File: src/rtl/irq_route_pkg.sv
package irq_route_pkg;
  localparam int MAX_CH_IDX_W = 5;
  localparam int LEGACY_LINE_A = 0;
  localparam int LEGACY_LINE_B = 8;

  typedef struct packed {
    logic                    load;
    logic [MAX_CH_IDX_W-1:0] idx;
  } ctrl_t;
endpackage

File: src/rtl/irq_route_ctrl.sv
module irq_route_ctrl
  import irq_route_pkg::*;
#(
  parameter int NUM_CH = 4
) (
  input  logic              clk,
  input  logic              rstN,
  input  logic [NUM_CH-1:0] msgReq,
  input  logic              msgReady,
  output logic              msgValid,
  output ctrl_t             ctrl
);
  logic [NUM_CH-1:0] pendQ, pendD, grantOh;
  logic              validQ, validD, freeSlot, anyPend;
  logic [MAX_CH_IDX_W-1:0] grantIdx;

  always_comb begin
    grantOh  = '0;
    grantIdx = '0;
    anyPend  = 1'b0;
    for (int c = NUM_CH - 1; c >= 0; c--) begin
      if (pendQ[c]) begin
        grantIdx = MAX_CH_IDX_W'(c);
        anyPend  = 1'b1;
      end
    end
    if (anyPend) grantOh[grantIdx] = 1'b1;
    freeSlot  = !validQ || msgReady;
    ctrl.load = freeSlot && anyPend;
    ctrl.idx  = grantIdx;
    pendD     = (pendQ & ~(ctrl.load ? grantOh : '0)) | msgReq;
    if (ctrl.load)    validD = 1'b1;
    else if (msgReady) validD = 1'b0;
    else              validD = validQ;
  end

  always_ff @(posedge clk) begin
    if (!rstN) begin
      pendQ  <= '0;
      validQ <= 1'b0;
    end else begin
      pendQ  <= pendD;
      validQ <= validD;
    end
  end

  assign msgValid = validQ;
endmodule

File: src/rtl/irq_route_datapath.sv
module irq_route_datapath
  import irq_route_pkg::*;
#(
  parameter int NUM_CH    = 4,
  parameter int NUM_LINES = 32,
  parameter int ROUTE_W   = $clog2(NUM_LINES)
) (
  input  logic                    clk,
  input  logic                    rstN,
  input  logic                    globalEn,
  input  logic                    legacyMode,
  input  logic [NUM_CH-1:0]       chEvent,
  input  logic [NUM_CH-1:0]       chIntEn,
  input  logic [NUM_CH-1:0]       chLevel,
  input  logic [NUM_CH-1:0]       chMsgEn,
  input  logic [NUM_CH*ROUTE_W-1:0] chRoute,
  input  logic [NUM_CH*64-1:0]    chMsgReg,
  input  logic [NUM_CH-1:0]       statusClr,
  input  logic                    extTimerIn,
  input  logic                    extClockIn,
  input  ctrl_t                   ctrl,
  output logic [NUM_CH-1:0]       msgReq,
  output logic [NUM_LINES-1:0]    irqLines,
  output logic [NUM_CH-1:0]       status,
  output logic                    legacyTimerEn,
  output logic [31:0]             msgAddr,
  output logic [31:0]             msgData
);
  localparam logic [ROUTE_W-1:0] LINE_A = ROUTE_W'(LEGACY_LINE_A);
  localparam logic [ROUTE_W-1:0] LINE_B = ROUTE_W'(LEGACY_LINE_B);

  logic [NUM_CH-1:0]    statusQ, statusD, gateOk, driveCh;
  logic [ROUTE_W-1:0]   dest [NUM_CH];
  logic [NUM_LINES-1:0] linesD;

  always_comb begin
    statusD = (statusQ & ~statusClr) | (chEvent & chLevel);
    gateOk  = chIntEn & {NUM_CH{globalEn}} & ~chMsgEn;
    driveCh = (statusD & chLevel & gateOk) | (chEvent & ~chLevel & gateOk);
    msgReq  = chEvent & chIntEn & {NUM_CH{globalEn}} & chMsgEn;
  end

  // Per-channel line selection; the legacy override applies to channels 0 and 1.
  for (genvar c = 0; c < NUM_CH; c++) begin : g_dest
    if (c == 0) begin : g_fixA
      assign dest[c] = legacyMode ? LINE_A : chRoute[c*ROUTE_W +: ROUTE_W];
    end else if (c == 1) begin : g_fixB
      assign dest[c] = legacyMode ? LINE_B : chRoute[c*ROUTE_W +: ROUTE_W];
    end else begin : g_free
      assign dest[c] = chRoute[c*ROUTE_W +: ROUTE_W];
    end
  end

  always_comb begin
    linesD = '0;
    for (int c = 0; c < NUM_CH; c++) begin
      if (driveCh[c]) linesD[dest[c]] = 1'b1;
    end
    if (!legacyMode) begin
      linesD[LINE_A] = linesD[LINE_A] | extTimerIn;
      linesD[LINE_B] = linesD[LINE_B] | extClockIn;
    end
  end

  always_ff @(posedge clk) begin
    if (!rstN) begin
      statusQ       <= '0;
      irqLines      <= '0;
      legacyTimerEn <= 1'b1;
      msgAddr       <= '0;
      msgData       <= '0;
    end else begin
      statusQ       <= statusD;
      irqLines      <= linesD;
      legacyTimerEn <= !legacyMode;
      if (ctrl.load) begin
        msgAddr <= chMsgReg[int'(ctrl.idx)*64 + 32 +: 32];
        msgData <= chMsgReg[int'(ctrl.idx)*64 +: 32];
      end
    end
  end

  assign status = statusQ;
endmodule

File: src/rtl/irq_route_unit.sv
module irq_route_unit
  import irq_route_pkg::*;
#(
  parameter int NUM_CH    = 4,
  parameter int NUM_LINES = 32,
  parameter int ROUTE_W   = $clog2(NUM_LINES)
) (
  input  logic                      clk,
  input  logic                      rstN,
  input  logic                      globalEn,
  input  logic                      legacyMode,
  input  logic [NUM_CH-1:0]         chEvent,
  input  logic [NUM_CH-1:0]         chIntEn,
  input  logic [NUM_CH-1:0]         chLevel,
  input  logic [NUM_CH-1:0]         chMsgEn,
  input  logic [NUM_CH*ROUTE_W-1:0] chRoute,
  input  logic [NUM_CH*64-1:0]      chMsgReg,
  input  logic [NUM_CH-1:0]         statusClr,
  input  logic                      extTimerIn,
  input  logic                      extClockIn,
  input  logic                      msgReady,
  output logic [NUM_LINES-1:0]      irqLines,
  output logic [NUM_CH-1:0]         status,
  output logic                      legacyTimerEn,
  output logic                      msgValid,
  output logic [31:0]               msgAddr,
  output logic [31:0]               msgData
);
  ctrl_t             ctrl;
  logic [NUM_CH-1:0] msgReq;

  irq_route_ctrl #(.NUM_CH(NUM_CH)) u_ctrl (
    .clk(clk), .rstN(rstN), .msgReq(msgReq), .msgReady(msgReady),
    .msgValid(msgValid), .ctrl(ctrl)
  );

  irq_route_datapath #(.NUM_CH(NUM_CH), .NUM_LINES(NUM_LINES), .ROUTE_W(ROUTE_W)) u_dp (
    .clk(clk), .rstN(rstN), .globalEn(globalEn), .legacyMode(legacyMode),
    .chEvent(chEvent), .chIntEn(chIntEn), .chLevel(chLevel), .chMsgEn(chMsgEn),
    .chRoute(chRoute), .chMsgReg(chMsgReg), .statusClr(statusClr),
    .extTimerIn(extTimerIn), .extClockIn(extClockIn), .ctrl(ctrl),
    .msgReq(msgReq), .irqLines(irqLines), .status(status),
    .legacyTimerEn(legacyTimerEn), .msgAddr(msgAddr), .msgData(msgData)
  );
endmodule

File: config.mk
export PLATFORM = sky130hd
export DESIGN_NAME = irq_route_unit
export DESIGN_NICKNAME = d
export VERILOG_FILES = /design/src/rtl/irq_route_pkg.sv /design/src/rtl/irq_route_ctrl.sv /design/src/rtl/irq_route_datapath.sv /design/src/rtl/irq_route_unit.sv
export SDC_FILE = /design/constraint.sdc
export NUM_CORES = 1
export LEC_CHECK = 0
export CAP_MARGIN = 20
export CORE_AREA = 2 2 158 160
export DETAILED_ROUTE_END_ITERATION = 10
export DIE_AREA = 0 0 160 162
export GPL_ROUTABILITY_DRIVEN = 0
export GPL_TIMING_DRIVEN = 0
export PLACE_DENSITY = 0.73
export SYNTH_ARGS = -nofsm -noshare
export SYNTH_HDL_FRONTEND = slang
export SYNTH_HIERARCHICAL = 1
export SYNTH_SLANG_ARGS = --single-unit
export TNS_END_PERCENT = 50
File: constraint.sdc
create_clock -name clk -period 4.2 [get_ports clk]
set_clock_uncertainty 0.05 [all_clocks]
set_input_delay 0.63 -clock clk [delete_from_list [all_inputs] [get_ports clk]]
set_output_delay 0.63 -clock clk [all_outputs]
set_load 0.01 [all_outputs]
==> out/results.ini <==
[synthesis]
syn_area_sq_um=6660
syn_inst=663
synth.avg_cell_area_sq_um=10.0
ys_warn_count=6

[global_route]
antenna_found_initial=3
use_met1=0.257
overflow=0
grt-busiest-layer=met2
grt_pass1_vias=7420
grt_max_degree=20
use_met3=0.0687
grt_util_met2=0.393
grt_pass1_wl_um=44300
track_usage=0.222

[routing]
wl_per_cell_um=21.5
wl_um=30200
drc_errors=0
antenna_left=0
firstDrtPassIters=5
vias=7272
viasPerCell=5.16
drtIter0Drc=645

[sta]
tns_ns=0
hold_violations=0
timing.fmax_mhz=393
fin_crit_sh=0.607
worst_slack_ns=1.65
slew_viol_final=0
rsz0062_at_grt=false
worst-slew-pin-transition_ns=0.824
finalSetupViolCount=0
layout_min_cycle_time_ns=2.55
relSlewSlack=0.451

[place]
dp_hpwl_um=24300
pre_cts_slack_ns=1.22
io_buffers=402

[critical_path]
cp-end-kind=flop
critical_path.max_fanout=10
crit_path_cell_trace=clkdlybuf4s50_1 > nor2b_4 > a21oi_1 > buf_4 > clkbuf_1 > clkbuf_1 > nor2b_1 > a21oi_1 > nor2b_1
crit_type=in2reg
slowest_stage=clkdlybuf4s50_1
worstSetupStartpointType=primary input
arrival_ns=2.75
cp.required_ns=4.40
slowest_delay_ns=0.52

[clock_network]
cts_tree=built
numCtsBuffers=9
cts_sinks=106
cts_setup_buffers=0
cts.reportedPaths.clkPinSlew_ns=0.08
cts_resized=0
clockBufferDepth=2
cts_hold_buf=0
htree_levels=3
cts-root-buf=clkbuf_16
clk_latency_ns=0.35

[final_layout]
finish.net_count=1380
drive_above_1_share=0.117
area_delta_synth_final_pct=70.9
multi_input_area_sq_um=4210
fillers=2347
regArea_sq_um=2120

[worst_hold_path]
hold_path_class=reg2reg

[die]
ios=405
dieArea_sq_um=25900
fp.coreArea_sq_um=24100
die_w_um=160
rows=57
initial_core_util=0.276
die_h_um=162

[flow_run]
drv_cap=0

[power]
power_density_nw_per_um2=212
p_leak_nw=3.81
ir_drop_v=0.000167

[status]
status=complete, no violations

-- metal layers --
metal | vias up | share of wire
li1 | 3331 | -
met1 | 3446 | 0.38
met2 | 434 | 0.50
met3 | 59 | 0.10
met4 | 2 | 0.024
met5 | - | 0.00060
-- registers in the layout, summed over array words and instances (netlist names) --
name and count:
u_dp/irqLines 32, u_dp/msgAddr 32, u_dp/msgData 32, u_ctrl/pendQ 4
u_dp/status 4, u_ctrl/msgValid 1, u_dp/legacyTimerEn 1
-- layout make-up --
class	count	area share
repair buffers	402	0.353
clock inverters	6	0.00505
inverters	5	0.00165
flip-flops and latches	106	0.186
plain buffers	57	0.0276
diodes	2	0.000440
multi-input cells	496	0.370
well taps	324	0.0356
clock buffers	10	0.0201
-- metrics by stage --
stage,instance area [sq um],instances,power (mW),hold slack [ns],utilization
2_1_floorplan,6670,664,1.22,0.405,-
3_3_place_gp,11100,1390,1.60,0.418,0.460
3_5_place_dp,11100,1390,1.60,0.422,0.460
4_1_cts,11400,1406,2.45,0.432,0.472
5_1_grt,11400,1408,2.52,0.453,0.472
6_report,11400,1408,2.42,0.433,0.472
-- cells in the final DEF, fill, tap and decap left out, types with 2 or more instances in the layout --
| cell | count |
|---|---|
| diode_2 | 2 |
| nor2b_2 | 2 |
| o21ai_0 | 4 |
| conb_1 | 2 |
| o2111ai_2 | 2 |
| o221ai_4 | 2 |
| nor2_1 | 21 |
| and4b_1 | 2 |
| o31a_1 | 10 |
| nand2b_1 | 9 |
| o2111ai_1 | 4 |
| clkinv_4 | 3 |
| a21oi_1 | 68 |
| nand2_2 | 2 |
| buf_1 | 4 |
| o211ai_2 | 5 |
| inv_1 | 5 |
| and4_1 | 4 |
| and3b_1 | 6 |
| clkdlybuf4s50_1 | 402 |
| clkbuf_16 | 9 |
| dfxtp_1 | 106 |
| o21a_1 | 21 |
| nor3b_1 | 3 |
| buf_6 | 9 |
| o21ai_2 | 2 |
| buf_4 | 4 |
| nor2b_1 | 135 |
| nand3_1 | 4 |
| o211ai_1 | 6 |
| a21boi_0 | 4 |
| o22ai_1 | 30 |
| clkbuf_1 | 27 |
| nor3_1 | 21 |
| o32ai_1 | 24 |
| nand2_1 | 24 |
| buf_2 | 14 |
| inv_8 | 2 |
| mux4_2 | 64 |
-- report_power, final --
part / switching (mW) / internal (mW)
combinational: 0.199 / 0.365
sequential: 0.00587 / 1.02
clock: 0.414 / 0.417
total: 0.619 / 1.80
-- critical path, delay by kind of cell --
| family | cells | cell delay [ns] |
|---|---|---|
| simple gates | 3 | 0.25 |
| compound gates | 2 | 0.26 |
| buf+inv | 4 | 1.61 |
-- path summary, 6_finish.rpt --
check,startpoint,end,slack (ns),cells past startpoint
min reg2reg,u_ctrl/pendQ[2]$_SDFF_PN0_,u_ctrl/pendQ[2]$_SDFF_PN0_,0.43,2
max reg2reg,u_ctrl/pendQ[0]$_SDFF_PN0_,u_dp/msgData[7]$_SDFFE_PN0P_,1.99,8
min,u_ctrl/pendQ[2]$_SDFF_PN0_,u_ctrl/pendQ[2]$_SDFF_PN0_,0.43,2
max,msgReady,u_dp/msgData[7]$_SDFFE_PN0P_,1.65,9
No activity file was read; power rests on OpenSTA's default activity.
